## config.mk

```make
export PLATFORM = sky130hd
export DESIGN_NAME = sar_phase_seq
export DESIGN_NICKNAME = d
export VERILOG_FILES = /design/src/rtl/sar_seq_pkg.sv /design/src/rtl/sar_seq_ctrl.sv /design/src/rtl/sar_seq_datapath.sv /design/src/rtl/sar_phase_seq.sv
export SDC_FILE = /design/constraint.sdc
export NUM_CORES = 1
export LEC_CHECK = 0
export BUFFER_PORTS_ARGS = -buffer_cell sky130_fd_sc_hd__buf_2
export CAP_MARGIN = 5
export CORE_MARGIN = 8
export CORE_UTILIZATION = 44
export CTS_BUF_LIST = sky130_fd_sc_hd__clkbuf_16
export DETAILED_ROUTE_END_ITERATION = 8
export GPL_ROUTABILITY_DRIVEN = 0
export MAX_ROUTING_LAYER = met4
export PLACE_DENSITY = 0.68
export RECOVER_POWER = 100
export SLEW_MARGIN = 20
export SYNTH_ARGS = -nofsm -noshare
export SYNTH_HDL_FRONTEND = slang
export SYNTH_SLANG_ARGS = --single-unit
export TNS_END_PERCENT = 100
```

## constraint.sdc

```tcl
create_clock -name clk -period 1.6 [get_ports clk]
set_input_delay 0.08 -clock clk [delete_from_list [all_inputs] [get_ports clk]]
set_output_delay 0.08 -clock clk [all_outputs]
set_load 0.01 [all_outputs]
```

## src/rtl/sar_seq_pkg.sv

```systemverilog
package sar_seq_pkg;
  localparam int unsigned SAR_BITS     = 5;
  localparam int unsigned DEF_SAMPLE   = 3;
  localparam int unsigned DEF_INTEG    = 5;

  typedef enum logic [1:0] {
    PH_SAMPLE = 2'd0,
    PH_COARSE = 2'd1,
    PH_FINE   = 2'd2
  } phase_e;

  typedef struct packed {
    logic                clearArray;
    logic                bitStrobe;
    logic [SAR_BITS-1:0] bitSel;
    logic                publish;
  } seqStrobe_t;
endpackage

```

## src/rtl/sar_seq_ctrl.sv

```systemverilog
module sar_seq_ctrl
  import sar_seq_pkg::*;
#(
  parameter int unsigned SampleCycles = DEF_SAMPLE,
  parameter int unsigned IntegCycles  = DEF_INTEG
) (
  input  logic       clk,
  input  logic       rstN,
  output phase_e     phase,
  output logic       sampleStrobe,
  output logic       frameDone,
  output seqStrobe_t strobes
);
  localparam int unsigned FrameCycles = SampleCycles + SAR_BITS + IntegCycles;
  localparam int unsigned CntW        = $clog2(FrameCycles);
  localparam logic [CntW-1:0] SampleLast = CntW'(SampleCycles - 1);
  localparam logic [CntW-1:0] CoarseFirst = CntW'(SampleCycles);
  localparam logic [CntW-1:0] FineFirst  = CntW'(SampleCycles + SAR_BITS);
  localparam logic [CntW-1:0] LastCycle  = CntW'(FrameCycles - 1);

  logic [CntW-1:0]     frameCnt;
  logic                atLast;
  logic [SAR_BITS-1:0] bitHit;

  assign atLast = (frameCnt == LastCycle);

  // single frame counter: every phase is a decode of it
  always_ff @(posedge clk) begin
    if (!rstN)       frameCnt <= '0;
    else if (atLast) frameCnt <= '0;
    else             frameCnt <= frameCnt + 1'b1;
  end

  always_comb begin
    if (frameCnt < CoarseFirst)    phase = PH_SAMPLE;
    else if (frameCnt < FineFirst) phase = PH_COARSE;
    else                           phase = PH_FINE;
  end

  // bit b is resolved in coarse cycle (SAR_BITS-1-b): MSB first
  for (genvar b = 0; b < SAR_BITS; b++) begin : g_bitDecode
    localparam logic [CntW-1:0] HitCycle = CntW'(SampleCycles + SAR_BITS - 1 - b);
    assign bitHit[b] = (frameCnt == HitCycle);
  end

  assign sampleStrobe       = (frameCnt == SampleLast);
  assign frameDone          = atLast;
  assign strobes.clearArray = atLast;
  assign strobes.publish    = atLast;
  assign strobes.bitStrobe  = (phase == PH_COARSE);
  assign strobes.bitSel     = bitHit;

  AST_FRAME_WRAP: assert property (@(posedge clk) disable iff (!rstN)
    frameDone |=> (phase == PH_SAMPLE && !frameDone && !sampleStrobe));
  AST_STROBE_TO_COARSE: assert property (@(posedge clk) disable iff (!rstN)
    sampleStrobe |=> (phase == PH_COARSE));
  AST_COARSE_TO_FINE: assert property (@(posedge clk) disable iff (!rstN)
    (strobes.bitStrobe && strobes.bitSel[0]) |=> (phase == PH_FINE));
  AST_ONE_BIT_SEL: assert property (@(posedge clk) disable iff (!rstN)
    $onehot0(strobes.bitSel));
endmodule

```

## src/rtl/sar_seq_datapath.sv

```systemverilog
module sar_seq_datapath
  import sar_seq_pkg::*;
(
  input  logic                clk,
  input  logic                rstN,
  input  seqStrobe_t          strobes,
  input  logic                cmpHigh,
  output logic [SAR_BITS-1:0] coarseCode,
  output logic [SAR_BITS-1:1] capRailP,
  output logic [SAR_BITS-1:1] capRailN,
  output logic                capMidP,
  output logic                capMidN
);
  logic [SAR_BITS-1:0] workCode;
  logic                takeBit;

  assign takeBit = strobes.bitStrobe;

  // decisions accumulate here; nothing reaches coarseCode until publish
  always_ff @(posedge clk) begin
    if (!rstN || strobes.clearArray) begin
      workCode <= '0;
    end else if (takeBit) begin
      for (int b = 0; b < SAR_BITS; b++)
        if (strobes.bitSel[b]) workCode[b] <= cmpHigh;
    end
  end

  // one-sided switching: the decision picks which half of the array moves
  always_ff @(posedge clk) begin
    if (!rstN || strobes.clearArray) begin
      capRailP <= '0;
      capRailN <= '0;
      capMidP  <= 1'b0;
      capMidN  <= 1'b0;
    end else if (takeBit) begin
      for (int b = 1; b < SAR_BITS; b++) begin
        if (strobes.bitSel[b]) begin
          if (cmpHigh) capRailP[b] <= 1'b1;
          else         capRailN[b] <= 1'b1;
        end
      end
      // last step only reaches the mid-level reference: zero-mean residue
      if (strobes.bitSel[0]) begin
        if (cmpHigh) capMidP <= 1'b1;
        else         capMidN <= 1'b1;
      end
    end
  end

  always_ff @(posedge clk) begin
    if (!rstN)                coarseCode <= '0;
    else if (strobes.publish) coarseCode <= workCode;
  end

  AST_ONE_SIDE: assert property (@(posedge clk) disable iff (!rstN)
    takeBit |=> ($countones({capRailP, capRailN, capMidP, capMidN})
                 == $countones($past({capRailP, capRailN, capMidP, capMidN})) + 1));
  AST_MID_LAST: assert property (@(posedge clk) disable iff (!rstN)
    (takeBit && strobes.bitSel[0]) |=>
      ($stable(capRailP) && $stable(capRailN) && (capMidP == $past(cmpHigh)) && (capMidP != capMidN)));
  AST_CODE_HOLD: assert property (@(posedge clk) disable iff (!rstN)
    !strobes.publish |=> $stable(coarseCode));
endmodule

```

## src/rtl/sar_phase_seq.sv

```systemverilog
module sar_phase_seq
  import sar_seq_pkg::*;
#(
  parameter int unsigned SampleCycles = DEF_SAMPLE,
  parameter int unsigned IntegCycles  = DEF_INTEG
) (
  input  logic                clk,
  input  logic                rstN,
  input  logic                cmpHigh,
  output logic                sampleEn,
  output logic                coarseEn,
  output logic                fineEn,
  output logic                sampleStrobe,
  output logic                oscBias,
  output logic [SAR_BITS-1:1] capRailP,
  output logic [SAR_BITS-1:1] capRailN,
  output logic                capMidP,
  output logic                capMidN,
  output logic [SAR_BITS-1:0] coarseCode,
  output logic                frameDone
);
  phase_e     phase;
  seqStrobe_t strobes;

  sar_seq_ctrl #(
    .SampleCycles(SampleCycles),
    .IntegCycles (IntegCycles)
  ) u_ctrl (
    .clk         (clk),
    .rstN        (rstN),
    .phase       (phase),
    .sampleStrobe(sampleStrobe),
    .frameDone   (frameDone),
    .strobes     (strobes)
  );

  sar_seq_datapath u_dp (
    .clk       (clk),
    .rstN      (rstN),
    .strobes   (strobes),
    .cmpHigh   (cmpHigh),
    .coarseCode(coarseCode),
    .capRailP  (capRailP),
    .capRailN  (capRailN),
    .capMidP   (capMidP),
    .capMidN   (capMidN)
  );

  assign sampleEn = (phase == PH_SAMPLE);
  assign coarseEn = (phase == PH_COARSE);
  assign fineEn   = (phase == PH_FINE);
  // oscillator keeps running on a fixed bias outside integration
  assign oscBias  = !fineEn;

  AST_PHASE_EXCL: assert property (@(posedge clk) disable iff (!rstN)
    $onehot({sampleEn, coarseEn, fineEn}));
  AST_CLEAR_IN_SAMPLE: assert property (@(posedge clk) disable iff (!rstN)
    sampleEn |-> (capRailP == '0 && capRailN == '0 && !capMidP && !capMidN));
endmodule

```

Word-level counts from Yosys, hierarchy flattened
Index checks and enable logic that the tools add are counted.
{ "totals": {"n_memories": 0, "word_cells": 53, "ramBits": 0, "latchBits": 0, "romBits": 0, "output_inout_bits": 21, "ff_bits": 24} }
{ "classes": {"n_mul": 0, "addsub": 1, "shift": 0, "bitwise": 2, "div_mod_pow": 0, "magnitude_cmp": 2, "n_eq_ne": 9, "muxes": 2, "n_reduce_logical": 20} }
{ "op_table": {"columns": ["cell", "n"], "rows": [
  ["3-bit AND reduction", 10],
  ["4-bit by 3-bit equality test with 1-bit output, second input constant", 4],
  ["2-bit AND reduction", 5],
  ["4-bit by 2-bit equality test with 1-bit output, second input constant", 2],
  ["4-bit by 1-bit adder with 4-bit output, second input constant", 1],
  ["4-bit equality test, second input constant", 1],
  ["4-bit by 2-bit < comparator with 1-bit output, second input constant", 1],
  ["4-bit < comparator, second input constant", 1],
  ["2-bit two-way mux", 2],
  ["2-bit by 1-bit equality test with 1-bit output, second input constant", 1],
  ["2-bit equality test, second input constant", 1],
  ["1-bit zero test", 2],
  ["2-bit zero test", 1],
  ["1-bit NOT", 2],
  ["2-bit OR reduction", 1],
  ["1-bit logical OR", 1]
]} }

Logic depth before layout (Yosys ltp)
{ "depth": {"ltp_word": 5, "ltp_mapped": 6, "depth_no_buf": 5} }

Cells and area by module
From an unflattened synthesis, not the netlist that was laid out.
{ "unflattened": {"hier_cells": 114, "hier_area_um2": 1063.5} }
{ "modules_own_cells": {"columns": ["module", "n_inst", "cells_each", "area_per_inst_um2", "seq_area_each_um2"], "rows": [
  ["sar_seq_datapath", 1, 75, 742.0, 400.4],
  ["sar_seq_ctrl", 1, 35, 296.5, 80.1],
  ["sar_phase_seq", 1, 4, 25.0, 0.0]
]} }

Worst setup path before layout
No wires, ideal clock.
{ "synth_timing": {"kind": "register to register", "from": "register u_ctrl.frameCnt[0]", "to": "register u_dp.capMidP", "path_stages_with_launch": 7, "slack_ns": 0.370, "setup_ns": 0.115, "arrival_ns": 1.115, "path_buffers": 1, "required_ns": 1.485, "synth_period_minus_slack_ns": 1.230, "cell_sequence": "dfxtp_1 inv_1 ha_1 nand3_4 nand2_2 buf_6 nor2_1"} }
{ "synth_via": {"elab_chain_cells": 5} }
{ "synth_rtl": {"columns": ["element", "line_no", "rtl"], "rows": [
  ["from (decl)", "sar_seq_ctrl.sv:21", "logic [CntW-1:0] frameCnt;"],
  ["from (signal assigned)", "sar_seq_ctrl.sv:31", "else frameCnt <= frameCnt + 1'b1;"],
  ["4-bit < comparator", "sar_seq_ctrl.sv:36", "else if (frameCnt < FineFirst) phase = PH_COARSE;"],
  ["2-bit two-way mux", "sar_seq_ctrl.sv:36", null],
  ["2-bit two-way mux", "sar_seq_ctrl.sv:35", "if (frameCnt < CoarseFirst) phase = PH_SAMPLE;"],
  ["2-bit by 1-bit equality test with 1-bit output", "sar_seq_ctrl.sv:50", "assign strobes.bitStrobe = (phase == PH_COARSE);"],
  ["3-bit AND reduction (no source line)", null, null],
  ["to (signal assigned)", "sar_seq_datapath.sv:34", "capMidP <= 1'b0;"],
  ["to (signal assigned)", "sar_seq_datapath.sv:45", "if (cmpHigh) capMidP <= 1'b1;"],
  ["to (decl)", "sar_seq_datapath.sv:11", "output logic capMidP,"]
]} }
Several ways; a longest one is shown, not always the timed one.
A chain may end at the register's enable or synchronous reset.

Worst setup path in the final report
{ "layout_timing": {"from": "register u_ctrl.frameCnt[0]", "to": "output sampleStrobe"} }
{ "layout_via": {"elab_chain_cells": 1} }
{ "layout_rtl": {"columns": ["element", "line_no", "rtl"], "rows": [
  ["4-bit by 2-bit equality test with 1-bit output", "sar_seq_ctrl.sv:46", "assign sampleStrobe = (frameCnt == SampleLast);"],
  ["to (decl)", "sar_phase_seq.sv:13", "output logic sampleStrobe,"]
]} }
No other way between the ends.

==> metrics.cfg <==
[worst_setup_path]
reg2reg_to=u_dp.capRailN[3]$_SDFFE_PP0P_
reg2regPathDepth=5
end_kind=output port
crit_type=flop to output port
cpMaxStageDelayCell=dfxtp_1
start_kind=flop
critPathMaxStageDelay_ns=0.40
required_ns=1.52
cp_common_cell=nor2b_1
cp.arrival_ns=1.42
path_cells=inv_1, ha_1, nor2b_1, nor2b_1, buf_2
r2r_slack_ns=0.15
crit_fanout=5
reg2reg_from=u_ctrl.frameCnt[0]$_SDFF_PP0_

[floorplanning]
num_rows=17
fp.coreArea_um2=2170
die_area_um2=4010
initial_core_util=0.454
die_x_um=63.3
die_h_um=63.3
io_pins=24

[yosys]
synth_ff_type=dfxtp_1
syn_area_per_cell_um2=9.67
synth_edf_count=0
synth_seq_cells=24
ys_seq_area_frac=0.487
syn_area_um2=986
yosysWarnings=0
synth_top_area_share=0.487
synthArstFlopShare=0
synthCells=102
synthDistinctLibCells=23
yosysTopAreaCell=dfxtp_1
ys_top_cells_by_count=dfxtp_1, nor2_1, nor2b_1
synth_nets=109
synth_area_leaders=dfxtp_1, mux2i_1, nor2_1, nor2b_1, ha_1
synth_most_common_cell=dfxtp_1

[power_and_ir_drop]
vdd_drop_max_mv=0.452
p_switching_mw=0.274
finalPower_mw=1.26
power.density_nw_per_um2=1080
leakagePower_nw=0.518
clockPowerShare=0.427
p_int_mw=0.982
p_comb_frac=0.075
seqPwrFrac=0.497
swShare=0.218

[hold_path]
hold_start=rstN
worstHoldPathCells=2
hold_class=input pin to flop
holdPathEnd=u_dp.workCode[3]$_SDFFE_PP0P_

[sta]
setup_slack_ns=0.0968
setup_viol=0
fmaxAchievable_mhz=665
setup_tns_ns=0
rsz0062_at_grt=no
fin_crit_ns=1.50
hold_viol=0
final-max-slew-violation-count=0
relSlewSlack=0.726
period_share=0.940
hold_ws_ns=0.140
worstMarginPinSlew_ns=0.410
finalClockSkew_ns=0.00199

[cts]
cts_tree=done
cts_resized=0
ctsHoldBuffers=0
postCtsSetupRepairBufs=0
clockBufferDepth=2
clock_sinks=24
clock-root-buffer=clkbuf_16
cts-htree-levels=1
clk_pin_slew_worst_paths_ns=0.06
numCtsBuffers=3
clk_latency_ns=0.25

[route]
wire_per_inst_um=13.4
num_vias=747
ant_nets=0
drc=0
wl_um=2070
drtPass1Iterations=4
dr.first_iter.drc_count=36
viasPerCell=4.85

[global_route]
grt_pass1_vias=784
grt.total_usage=0.111
grt_max_degree=18
antenna_found_initial=0
grt.overflow.total=0
grt_pass1_wl_um=3570

[placement]
numPortBuffers=23
place_ws_ns=0.166
dp_hpwl_um=1500
placed_cells=150

[outcome]
status=finished clean

[final_layout]
final_nets=134
stdcell_count=154
fillers=225
drive_above_1_share=0.103
area_growth_pct=18.4
diodes=0

[job]
max_cap_violations=0

[per-stage QoR]
step	utilization	area [µm²]
after CTS	0.550	1190
after floorplan	-	986
after global routing	0.538	1170
after global placement	0.514	1110
after detailed placement	0.514	1110
final	0.538	1170
[placed cells by master, fill, tap and decap left out]
master,n
a21boi_0,1
a21oi_1,6
a31oi_1,4
and3_1,1
buf_2,5
buf_4,2
clkbuf_1,19
clkbuf_16,3
clkinv_1,1
dfxtp_1,24
ha_1,4
inv_1,5
mux2i_1,9
nand2_1,2
nand2_2,1
nand3_1,1
nand3_4,1
nand3b_1,3
nor2_1,19
nor2b_1,10
nor3_1,1
nor3b_2,1
or3_1,1
xnor2_1,2
[power groups by stage]
stage               clock network [mW]  registers (mW)  logic (mW)
CTS                              0.546           0.625      0.0983
global placement                     0           0.638      0.0957
global route                     0.579           0.627       0.105
detailed placement                   0           0.638      0.0972
finish                           0.537           0.625      0.0947
floorplan                            0           0.633      0.0729
[area by class of cell]
cell class                      count  area, µm²  area share
Tap cell                           28       35.0      0.0300
Inverter                            5       18.8      0.0161
Clock buffer                        3       75.1      0.0643
Sequential cell                    24        480       0.412
Timing Repair Buffer               26        111      0.0954
Multi-Input combinational cell     67        443       0.379
Clock inverter                      1       3.75     0.00322
[sequential cells by signal, indices dropped and copies added, names as in the netlist]
signal,count
u_dp.capRailP,4
u_dp.workCode,5
u_dp.capMidN,1
u_dp.capRailN,4
u_dp.coarseCode,5
u_ctrl.frameCnt,4
u_dp.capMidP,1
[worst max-delay path: cells and delay by family (launching register included)]
family,cells,cell delay [ns]
flops,1,0.40
simple gates,2,0.30
buf+inv,2,0.25
fa+ha+maj,1,0.22
[cells by family after synthesis]
group,share of synthesized area
adder cells (fa/ha/maj),0.0508
flip-flops,0.487
multiplexers,0.0914
AO/OA/AOI/OAI,0.0635
XOR/XNOR,0.0178
AND/OR/NAND/NOR,0.226
buffers and inverters,0.0635
[metal layers]
metal  up-vias  part of all wire  GRT usage
li1        380                 -          -
met1       347              0.43      0.117
met2        15              0.50      0.175
met3         5             0.046     0.0371
met4         0             0.018     0.0696
met5         -                 0          -
[worst max-delay path by stage]
| stage | from | end | slack [ns] | cells after the start |
|---|---|---|---|---|
| global route | u_ctrl.frameCnt[0]$_SDFF_PP0_ | sampleStrobe | 0.007 | 5 |
| CTS | u_ctrl.frameCnt[0]$_SDFF_PP0_ | sampleStrobe | 0.09 | 5 |
| global placement | u_ctrl.frameCnt[2]$_SDFF_PP0_ | u_dp.capRailN[3]$_SDFFE_PP0P_ | 0.21 | 4 |
| floorplan | u_ctrl.frameCnt[0]$_SDFF_PP0_ | u_dp.capMidP$_SDFFE_PP0P_ | 0.37 | 6 |
| finish | u_ctrl.frameCnt[0]$_SDFF_PP0_ | sampleStrobe | 0.1 | 5 |
| detailed placement | u_ctrl.frameCnt[0]$_SDFF_PP0_ | u_dp.capRailP[1]$_SDFFE_PP0P_ | 0.17 | 5 |
No activity file was read; power rests on OpenSTA's default activity.
